$ cat src/rtl/smm_dec_pkg.sv
// Package: shared constants and types for the SMM access decoder.
// Assumes byte addresses of at least 29 bits so the high windows fit.
package smm_dec_pkg;

    // register bit positions (software-visible layout)
    localparam int CFG_W     = 9;
    localparam int B_GEN     = 0;
    localparam int B_HEN     = 1;
    localparam int B_TEN     = 2;
    localparam int B_SZ_LO   = 3;
    localparam int B_OPEN    = 5;
    localparam int B_CLOSE   = 6;
    localparam int B_LOCK    = 7;
    localparam int B_VIOL    = 8;

    // window geometry
    localparam logic [31:0] LEG_LO   = 32'h000A_0000;
    localparam logic [31:0] LEG_HI   = 32'h000B_FFFF;
    localparam logic [31:0] HIGH_LO  = 32'h100A_0000;
    localparam logic [31:0] HIGH_HI  = 32'h100F_FFFF;
    localparam logic [31:0] TSEG_REF = 32'h1000_0000;
    localparam int          SEG_MIN_SHIFT = 17;   // 128 KB smallest segment
    localparam int          NUM_WIN  = 3;

    typedef struct packed {
        logic       lock;
        logic       close;
        logic       open;
        logic [1:0] sz;
        logic       ten;
        logic       hen;
        logic       gen;
    } smm_cfg_t;

    typedef enum logic [1:0] {
        RT_NONE = 2'd0,
        RT_DRAM = 2'd1,
        RT_PCI  = 2'd2
    } route_e;

endpackage

$ cat src/rtl/smm_ctrl_reg.sv
// Module: control register and sticky violation flag.
// Lock is set-only; while locked, open reads 0 and enables/size are frozen.
// The violation flag is write-1-to-clear, and a new violation wins over a clear.
module smm_ctrl_reg
    import smm_dec_pkg::*;
(
    input  logic             clk,
    input  logic             rst_n,
    input  logic             wr,
    input  logic [CFG_W-1:0] wdata,
    input  logic             viol_set,
    output smm_cfg_t         cfg,
    output logic             viol
);

    logic lock_next;

    // lock value after the current write
    always_comb lock_next = cfg.lock | wdata[B_LOCK];

    // configuration field update
    always_ff @(posedge clk) begin
        if (!rst_n) begin
            cfg <= '0;
        end else if (wr) begin
            if (!cfg.lock) begin
                cfg.gen <= wdata[B_GEN];
                cfg.hen <= wdata[B_HEN];
                cfg.ten <= wdata[B_TEN];
                cfg.sz  <= wdata[B_SZ_LO +: 2];
            end
            cfg.open  <= lock_next ? 1'b0 : wdata[B_OPEN];
            cfg.close <= wdata[B_CLOSE];
            cfg.lock  <= lock_next;
        end
    end

    // sticky violation flag, set has priority over clear
    always_ff @(posedge clk) begin
        if (!rst_n)
            viol <= 1'b0;
        else if (viol_set)
            viol <= 1'b1;
        else if (wr && wdata[B_VIOL])
            viol <= 1'b0;
    end

endmodule

$ cat src/rtl/smm_window_match.sv
// Module: inclusive address range compare with an enable.
// in_range ignores the enable; hit requires it.
module smm_window_match #(
    parameter int ADDR_W = 32
) (
    input  logic [ADDR_W-1:0] addr,
    input  logic [ADDR_W-1:0] lo,
    input  logic [ADDR_W-1:0] hi,
    input  logic              en,
    output logic              in_range,
    output logic              hit
);

    // range test and enabled hit
    always_comb begin
        in_range = (addr >= lo) && (addr <= hi);
        hit      = in_range && en;
    end

endmodule

$ cat src/rtl/smm_route.sv
// Module: routing decision for one cycle, given window results and control bits.
// Assumes at most a single cycle per clock; purely combinational.
module smm_route
    import smm_dec_pkg::*;
(
    input  logic     valid,
    input  logic     any_hit,
    input  logic     any_range,
    input  logic     from_cpu,
    input  logic     smm,
    input  logic     code,
    input  smm_cfg_t cfg,
    output route_e   route,
    output logic     viol_event
);

    // select the destination by initiator, mode and control bits
    always_comb begin
        route      = RT_NONE;
        viol_event = 1'b0;
        if (valid) begin
            if (any_hit) begin
                if (!from_cpu) begin
                    route = RT_PCI;
                end else if (smm) begin
                    route = (cfg.close && !code) ? RT_PCI : RT_DRAM;
                end else if (cfg.open && !cfg.lock) begin
                    route = RT_DRAM;
                end else begin
                    route      = RT_PCI;
                    viol_event = 1'b1;
                end
            end else if (any_range) begin
                route = RT_PCI;
            end
        end
    end

endmodule

$ cat src/rtl/smm_access_decoder.sv
// Module: top of the SMM access decoder.
// Builds the three window bounds, matches the address, routes the cycle
// and holds the control register. Assumes tom >= the largest segment size.
module smm_access_decoder
    import smm_dec_pkg::*;
#(
    parameter int ADDR_W = 32,
    parameter int TOM_W  = 28
) (
    input  logic              clk,
    input  logic              rst_n,
    input  logic              reg_wr,
    input  logic [CFG_W-1:0]  reg_wdata,
    output logic [CFG_W-1:0]  reg_rdata,
    input  logic              cyc_valid,
    input  logic [ADDR_W-1:0] cyc_addr,
    input  logic              cyc_from_cpu,
    input  logic              cyc_smm,
    input  logic              cyc_code,
    input  logic [TOM_W-1:0]  tom,
    output logic              dram_claim,
    output logic              pci_fwd,
    output logic              viol_flag
);

    localparam logic [ADDR_W-1:0] SEG_UNIT = ADDR_W'(1) << SEG_MIN_SHIFT;

    smm_cfg_t           cfg;
    logic               viol;
    logic               viol_event;
    route_e             route;
    logic [ADDR_W-1:0]  win_lo [NUM_WIN];
    logic [ADDR_W-1:0]  win_hi [NUM_WIN];
    logic [NUM_WIN-1:0] win_en;
    logic [NUM_WIN-1:0] win_in;
    logic [NUM_WIN-1:0] win_hit;
    logic [ADDR_W-1:0]  seg_size;
    logic [ADDR_W-1:0]  seg_end;

    // window bounds and enables
    always_comb begin
        seg_size  = SEG_UNIT << cfg.sz;
        seg_end   = ADDR_W'(TSEG_REF) + {{(ADDR_W-TOM_W){1'b0}}, tom};
        win_lo[0] = ADDR_W'(LEG_LO);
        win_hi[0] = ADDR_W'(LEG_HI);
        win_lo[1] = ADDR_W'(HIGH_LO);
        win_hi[1] = ADDR_W'(HIGH_HI);
        win_lo[2] = seg_end - seg_size;
        win_hi[2] = seg_end - ADDR_W'(1);
        win_en    = {cfg.gen & cfg.ten, cfg.gen & cfg.hen, cfg.gen};
    end

    for (genvar w = 0; w < NUM_WIN; w++) begin : g_win
        smm_window_match #(.ADDR_W(ADDR_W)) u_match (
            .addr     (cyc_addr),
            .lo       (win_lo[w]),
            .hi       (win_hi[w]),
            .en       (win_en[w]),
            .in_range (win_in[w]),
            .hit      (win_hit[w])
        );
    end

    smm_route u_route (
        .valid      (cyc_valid),
        .any_hit    (|win_hit),
        .any_range  (|win_in),
        .from_cpu   (cyc_from_cpu),
        .smm        (cyc_smm),
        .code       (cyc_code),
        .cfg        (cfg),
        .route      (route),
        .viol_event (viol_event)
    );

    smm_ctrl_reg u_reg (
        .clk      (clk),
        .rst_n    (rst_n),
        .wr       (reg_wr),
        .wdata    (reg_wdata),
        .viol_set (viol_event),
        .cfg      (cfg),
        .viol     (viol)
    );

    // output strobes and register read-back
    always_comb begin
        dram_claim = (route == RT_DRAM);
        pci_fwd    = (route == RT_PCI);
        viol_flag  = viol;
        reg_rdata  = {viol, cfg.lock, cfg.close, cfg.open, cfg.sz,
                      cfg.ten, cfg.hen, cfg.gen};
    end

endmodule

$ cat config.mk
export PLATFORM = sky130hd
export DESIGN_NAME = smm_access_decoder
export DESIGN_NICKNAME = d
export VERILOG_FILES = /design/src/rtl/smm_dec_pkg.sv /design/src/rtl/smm_ctrl_reg.sv /design/src/rtl/smm_window_match.sv /design/src/rtl/smm_route.sv /design/src/rtl/smm_access_decoder.sv
export SDC_FILE = /design/constraint.sdc
export NUM_CORES = 1
export LEC_CHECK = 0
export BUFFER_PORTS_ARGS = -buffer_cell sky130_fd_sc_hd__buf_4
export CORE_UTILIZATION = 52
export DETAILED_ROUTE_END_ITERATION = 8
export GPL_ROUTABILITY_DRIVEN = 0
export PLACE_DENSITY_LB_ADDON = 0.08
export SLEW_MARGIN = 5
export SYNTH_ARGS = -nofsm -noshare
export SYNTH_HDL_FRONTEND = slang
export SYNTH_SLANG_ARGS = --single-unit
$ cat constraint.sdc
create_clock -name clk -period 13.9 [get_ports clk]
set_input_delay 2.085 -clock clk [delete_from_list [all_inputs] [get_ports clk]]
set_output_delay 2.085 -clock clk [all_outputs]
set_load 0.03 [all_outputs]
==> results.json, run 1 <==
{
  "synthesis.area_mm2": 0.00250,
  "worstPathArrival_ns": 6.39,
  "start_util_pct": 55.9,
  "cap_violations": 0,
  "fmax_mhz": 118,
  "hold_viol_final": 0,
  "worstSkewPairLatency_ns": 0.24,
  "crit_path_end_kind": "output port",
  "vias": 2701,
  "status": "finished, violations left",
  "synth_edf_count": 0,
  "worst_pin_slew_ns": 0.614,
  "die_y_um": 71.4,
  "grt_usage_pct": 26.7,
  "postCtsSetupBuffers": 0,
  "whs_ns": 0.507,
  "core_area_mm2": 0.00447,
  "ys.flop_type": "dfxtp_1",
  "slowest_stage": "nor4_1",
  "syn2layout_area_growth_pct": 29.5,
  "final_period_minus_worst_setup_slack_ns": 8.47,
  "worstSetupPathType": "in -> out",
  "cts_tree": "built",
  "worstSetupStartpointType": "input port",
  "synthCells": 331,
  "cts_buffer_depth": 2,
  "rsz0062_at_grt": "false",
  "first_global_vias": 2619,
  "final_cell_mix": "buf_4 (87), ha_1 (63), nand2_1 (29)",
  "dpl.hpwl_um": 5660,
  "drtIter0Drc": 98,
  "detail-route-antenna-nets": 0,
  "grt_max_degree": 11,
  "p_total_mw": 0.147,
  "critical_path_required_ns": 11.81,
  "die_x_um": 71.4,
  "overflow": 0,
  "syn_area_per_cell_um2": 7.56,
  "slowest_delay_ns": 0.58,
  "fin_nets": 557,
  "setup_viol_count_final": 0,
  "yosys_warnings": 0,
  "slew_viol_final": 0,
  "path_clk_slew_ns": 0.04,
  "num_io_pins": 88,
  "hp-class": "reg -> reg",
  "first_pass_iters": 9,
  "cts_root_buffer": "clkbuf_8",
  "path_cells": "buf_4 > nor4_4 > nand3_1 > nor4_1 > nand2_1 > nor3_1 > xnor2_1 > ha_1 > nand3_1 > or3_1 > or4_4 > o32ai_1 > o31a_1 > nand4_1 > a211oi_1 > buf_4",
  "via_per_inst": 5.76,
  "drive_above_1_share_pct": 23.5,
  "cp_max_fo": 6,
  "syn_nets": 470,
  "critPathBufInv": 2,
  "synthDistinctLibCells": 44,
  "wl_um": 6560,
  "clock_skew_ns": 0.00197,
  "cts_resized": 0,
  "fp-row-count": 24,
  "finalSetupTns_ns": 0,
  "antenna_found_initial": 0,
  "critical-path-top-delay-family": "simple AND/OR/NAND/NOR gates",
  "cts.sinks": 9,
  "port_buffers": 87,
  "antenna_cells": 0,
  "cts_hold_buffers": 0,
  "dieArea_mm2": 0.00509,
  "violations": "DRC",
  "synth.ff_latch_count": 9,
  "p_leak_nw": 1.50,
  "cts_buffers": 3,
  "wire_per_inst_um": 14.0,
  "drc": 5,
  "power.density_mw_per_mm2": 45.5,
  "cts_max_level": 1,
  "synthArstFlopShare_pct": 0,
  "fin_crit_sh_pct": 61.0,
  "slew-limit-headroom_pct": 58.7,
  "ys_seq_area_share_pct": 7.20,
  "final_common_cell": "buf_4",
  "grt_pass1_wl_um": 11100,
  "vdd_ir_drop_max_mv": 0.0720
}
## power by group
| part | total (mW) | internal [mW] | switching (mW) |
|---|---|---|---|
| clock network | 0.0307 | 0.0200 | 0.0107 |
| logic | 0.0877 | 0.0436 | 0.0441 |
| registers | 0.0289 | 0.0273 | 0.00156 |
| total | 0.147 | 0.0909 | 0.0563 |
## synth_stat cells (2+ instances only)
| master | instances | area (um^2) |
|---|---|---|
| o31a_1 | 2 | 17.5 |
| nand2_1 | 29 | 109 |
| mux2i_1 | 6 | 60.1 |
| o21a_1 | 5 | 37.5 |
| nand3b_1 | 2 | 15.0 |
| xor2_1 | 5 | 43.8 |
| or2_2 | 4 | 25.0 |
| a21oi_1 | 24 | 120 |
| inv_1 | 20 | 75.1 |
| nand4_1 | 9 | 56.3 |
| nor3_1 | 18 | 90.1 |
| o211ai_1 | 2 | 15.0 |
| clkbuf_1 | 3 | 11.3 |
| or3_1 | 3 | 18.8 |
| or4_1 | 3 | 22.5 |
| o21ai_0 | 14 | 70.1 |
| buf_4 | 2 | 15.0 |
| nor4_1 | 9 | 56.3 |
| ha_1 | 63 | 788 |
| nor2b_1 | 12 | 75.1 |
| nor3b_1 | 2 | 15.0 |
| nand2b_1 | 3 | 18.8 |
| dfxtp_1 | 9 | 180 |
| a21o_1 | 2 | 15.0 |
| a21boi_0 | 3 | 22.5 |
| xnor2_1 | 26 | 228 |
| nor2_1 | 24 | 90.1 |
| a211oi_1 | 2 | 15.0 |
| nand3_1 | 10 | 50.1 |
## cells by family (layout without fill, tap and decap cells)
| logic type | count (synthesis) | count (layout) | synth area share [%] |
|---|---|---|---|
| buf+inv | 25 | 111 | 4.05 |
| compound gates | 63 | 63 | 15.8 |
| flops | 9 | 9 | 7.20 |
| simple gates | 134 | 134 | 28.2 |
| fa+ha+maj | 63 | 63 | 31.5 |
| mux | 6 | 6 | 2.40 |
| xor+xnor | 31 | 31 | 10.8 |
## path summary, 6_finish.rpt
path	start	end	slack, ns	cells past startpoint
worst max-delay path	tom[4]	dram_claim	5.43	16
worst min-delay path	u_reg.cfg[5]	u_reg.cfg[5]	0.51	2
worst max register to register	u_reg.cfg[3]	u_reg.viol	10.03	17
worst min register to register	u_reg.cfg[5]	u_reg.cfg[5]	0.51	2
## through the flow
stage                     cells  area (um^2)  worst slack, ns  utilization [%]
after floorplan             331         2500             5.78                -
after global placement      465         3190             5.65             71.4
after detailed placement    465         3190             5.51             71.4
after CTS                   469         3240             5.46             72.4
after global routing        469         3240             5.15             72.4
final                       469         3240             5.43             72.4
## flip-flops by register name (all words and copies together) (netlist names)
name        count
u_reg.viol      1
u_reg.cfg       8
## worst min-delay path, cell delays in order, from the launching register on
cell and delay (ns):
dfxtp_1 0.32, nand2b_1 0.07, a21boi_0 0.07
## cell type report
| class | instances | area [um^2] |
|---|---|---|
| multi-input cells | 297 | 2220 |
| clock buffers | 4 | 45.0 |
| repair buffers | 87 | 653 |
| fillers | 405 | 1230 |
| flip-flops and latches | 9 | 180 |
| inverters | 20 | 75.1 |
| well taps | 52 | 65.1 |
## per-layer routing
metal	vias to the layer above	part of all wire [%]	global-route usage, %
met5	-	0	0
met4	0	1.6	7.78
met3	15	5.2	2.39
met2	90	47	46.5
met1	1207	46	35.1
li1	1389	-	-
(Power assumes the default switching activity.)
==> run 2: changes to the inputs <==
--- a/config.mk
+++ b/config.mk
@@ -5,8 +5,9 @@
 export SDC_FILE = /design/constraint.sdc
 export NUM_CORES = 1
 export LEC_CHECK = 0
+export ABC_AREA = 1
 export BUFFER_PORTS_ARGS = -buffer_cell sky130_fd_sc_hd__buf_4
-export CORE_UTILIZATION = 52
+export CORE_UTILIZATION = 48
 export DETAILED_ROUTE_END_ITERATION = 8
 export GPL_ROUTABILITY_DRIVEN = 0
 export PLACE_DENSITY_LB_ADDON = 0.08
==> constraint.sdc (replaced) <==
create_clock -name clk -period 7 [get_ports clk]
set_input_delay 1.05 -clock clk [delete_from_list [all_inputs] [get_ports clk]]
set_output_delay 1.05 -clock clk [all_outputs]
set_load 0.03 [all_outputs]
==> run 2 against run 1 <==
The flow now finishes without violations. Sequential cell count unchanged. Critical path depth is 7 higher. Clock power grew 91%. Non-clock buffer count is the same. Setup slack lost 3.8 ns. Sequential power rose by 100%. Global-route usage fell by 2.9 points. Synthesized area rose by 8.6%. Clock skew rose by 0.0026 ns. Largest cell class unchanged.
==> results.json, run 2 <==
{
  "wl_um": 6810,
  "cts_buffers": 3,
  "largest_register_ffs": 8,
  "syn2layout_area_growth_pct": 28.4,
  "synth_largest_area_cell": "ha_1",
  "synthMuxAreaShare_pct": 0,
  "final_cells": 585,
  "synthDistinctLibCells": 35,
  "synth.ff_latch_count": 9,
  "dp_cells": 581,
  "drive_above_1_share_pct": 22.0,
  "fmax_mhz": 187,
  "yosysMostFrequentCell": "nand2_1",
  "setup_ws_ns": 1.65,
  "crit_path_end_kind": "output port",
  "antenna_found_initial": 0,
  "synth_top_family_by_area": "simple AND/OR/NAND/NOR gates",
  "wire_per_inst_um": 11.6,
  "critical_path_required_ns": 5.95,
  "grt_max_degree": 8,
  "synthSimpleGateAreaFrac_pct": 35.5,
  "power.density_mw_per_mm2": 87.5,
  "dpl_cell_area_mm2": 0.00344,
  "yosys-top-cells-count": "nand2_1 (96), ha_1 (63), inv_1 (55)",
  "ys.flop_type": "dfxtp_1",
  "vias": 2943,
  "worstSetupPathType": "in -> out",
  "synth_edf_count": 0,
  "path_clk_slew_ns": 0.04,
  "synth.area.top_cells": "ha_1 (29%), nand2_1 (13%), inv_1 (7.6%)",
  "finalSetupTns_ns": 0,
  "yosys_warnings": 0,
  "cts_resized": 0,
  "power_frac_comb_pct": 61.9,
  "p_total_mw": 0.305,
  "dieArea_mm2": 0.00597,
  "synthXorXnorAreaFrac_pct": 8.70,
  "via_per_inst": 5.03,
  "port_buffers": 87,
  "postLayoutCoreUtil_pct": 63.7,
  "ys_seq_area_share_pct": 6.63,
  "first_global_vias": 2779,
  "seqPwrFrac_pct": 18.9,
  "num_io_pins": 88,
  "yosysTopAreaCellShare_pct": 29.0,
  "slew_viol_final": 0,
  "swShare_pct": 41.1,
  "stdcell_area_mm2": 0.00349,
  "worstSetupStartpointType": "input port",
  "grt_pass1_wl_um": 11800,
  "overflow": 0,
  "start_util_pct": 49.7,
  "die_y_um": 77.2,
  "regMostFlops": "u_reg.cfg",
  "die_x_um": 77.2,
  "worstSkewPairLatency_ns": 0.23,
  "cts_root_buffer": "clkbuf_8",
  "setup_viol_count_final": 0,
  "clkPwrFrac_pct": 19.2,
  "dpl.hpwl_um": 6150,
  "synthesis.area_mm2": 0.00272,
  "fp-row-count": 27,
  "cts_max_level": 1,
  "p_sw_mw": 0.125,
  "final_period_minus_worst_setup_slack_ns": 5.35,
  "postCtsSetupBuffers": 0,
  "clock_skew_ns": 0.00461,
  "first_pass_iters": 4,
  "cts_buffer_depth": 2,
  "reg_top3": "u_reg.cfg x8, u_reg.viol x1",
  "synth_fa_ha_area_share_pct": 29.0,
  "syn_area_per_cell_um2": 6.39,
  "cp_max_fo": 4,
  "cap_violations": 0,
  "p_leak_nw": 1.90,
  "dp_slack_ns": 1.66,
  "fin_nets": 653,
  "fillers": 569,
  "p_int_mw": 0.180,
  "grt_usage_pct": 23.8,
  "multi_input_area_mm2": 0.00230,
  "status": "finished, final reports clean",
  "fin_crit_sh_pct": 76.5,
  "detail-route-antenna-nets": 0,
  "core_area_mm2": 0.00547,
  "cts_hold_buffers": 0,
  "hp-class": "reg -> reg",
  "whs_ns": 0.486,
  "antenna_cells": 0,
  "drc": 0,
  "final_common_cell": "nand2_1",
  "area.sequential_um2": 180,
  "final_cell_mix": "nand2_1 (96), buf_4 (87), ha_1 (63)",
  "synth_compound_gate_area_share_pct": 11.5,
  "worstPathArrival_ns": 4.30,
  "slew-limit-headroom_pct": 72.2,
  "rsz0062_at_grt": "false",
  "worst_pin_slew_ns": 0.416,
  "syn_nets": 564,
  "hold_viol_final": 0,
  "synthArstFlopShare_pct": 0,
  "vdd_ir_drop_max_mv": 0.119,
  "drtIter0Drc": 127,
  "synthCells": 425,
  "cts.sinks": 9,
  "cts_tree": "built"
}
## run 2: cell count changes in the layout (fill, tap and decap cells not counted), moves of 5 or more
cell     change
a21oi_1     +10
inv_1       +35
mux2i_1      -6
nand2_1     +67
nand3_1      +7
nor2_1      +30
nor2_4       +5
nor2b_1     -12
nor3_1      -15
nor4_1       -6
xnor2_1     -21
xor2_1      +17
## run 2: final timing paths
kind | end | depth (start not counted) | from | slack (ns)
max | pci_fwd | 23 | tom[17] | 1.65
min | u_reg.cfg[5] | 2 | u_reg.cfg[5] | 0.49
max reg2reg | u_reg.viol | 23 | u_reg.cfg[3] | 3.56
min reg2reg | u_reg.cfg[5] | 2 | u_reg.cfg[5] | 0.49
## run 2: routing by layer
layer	share of wire, %	global-route usage, %
met2	45	40.6
met3	4.6	2.62
met1	49	32.0
met5	0	0
met4	0.81	4.91
## run 2: cell type report
class,instances,area share [%]
Multi-Input combinational cell,355,66.0
Timing Repair Buffer,87,18.7
Inverter,58,6.24
Sequential cell,9,5.16
Tap cell,72,2.58
Clock buffer,3,1.18
Clock inverter,1,0.143
## run 2: critical path, cell delays in order
cell and delay [ns]:
buf_4 0.13, ha_1 0.31, or2_1 0.25, a21o_1 0.19
nand2_1 0.06, nand2_1 0.09, a21oi_2 0.20, nand2_1 0.11
inv_2 0.09, nand3_1 0.13, xor2_1 0.18, ha_1 0.29
nand2_1 0.06, nor3_1 0.23, nand3_1 0.13, a21oi_1 0.13
nor2_1 0.05, nand2_1 0.08, nand3_1 0.07, nand2_1 0.08
nand2_1 0.07, and2_1 0.16, buf_4 0.16
## run 2: cells by family (layout without fill, tap and decap cells)
kind of cell               Yosys count  after routing
DFF                                  9              9
adders and majority gates           63             63
and+or+nand+nor                    207            207
buffers and inverters               61            149
xor gates and xnor gates            27             27
AOI/OAI and AO/OA                   58             58
## run 2: power by group through the flow
stage	Clock [mW]	Sequential [mW]	Combinational, mW
finish	0.0587	0.0578	0.189
global route	0.0636	0.0583	0.216
CTS	0.0608	0.0578	0.189
detailed placement	0	0.0586	0.188
global placement	0	0.0585	0.183
floorplan	0	0.0638	0.108
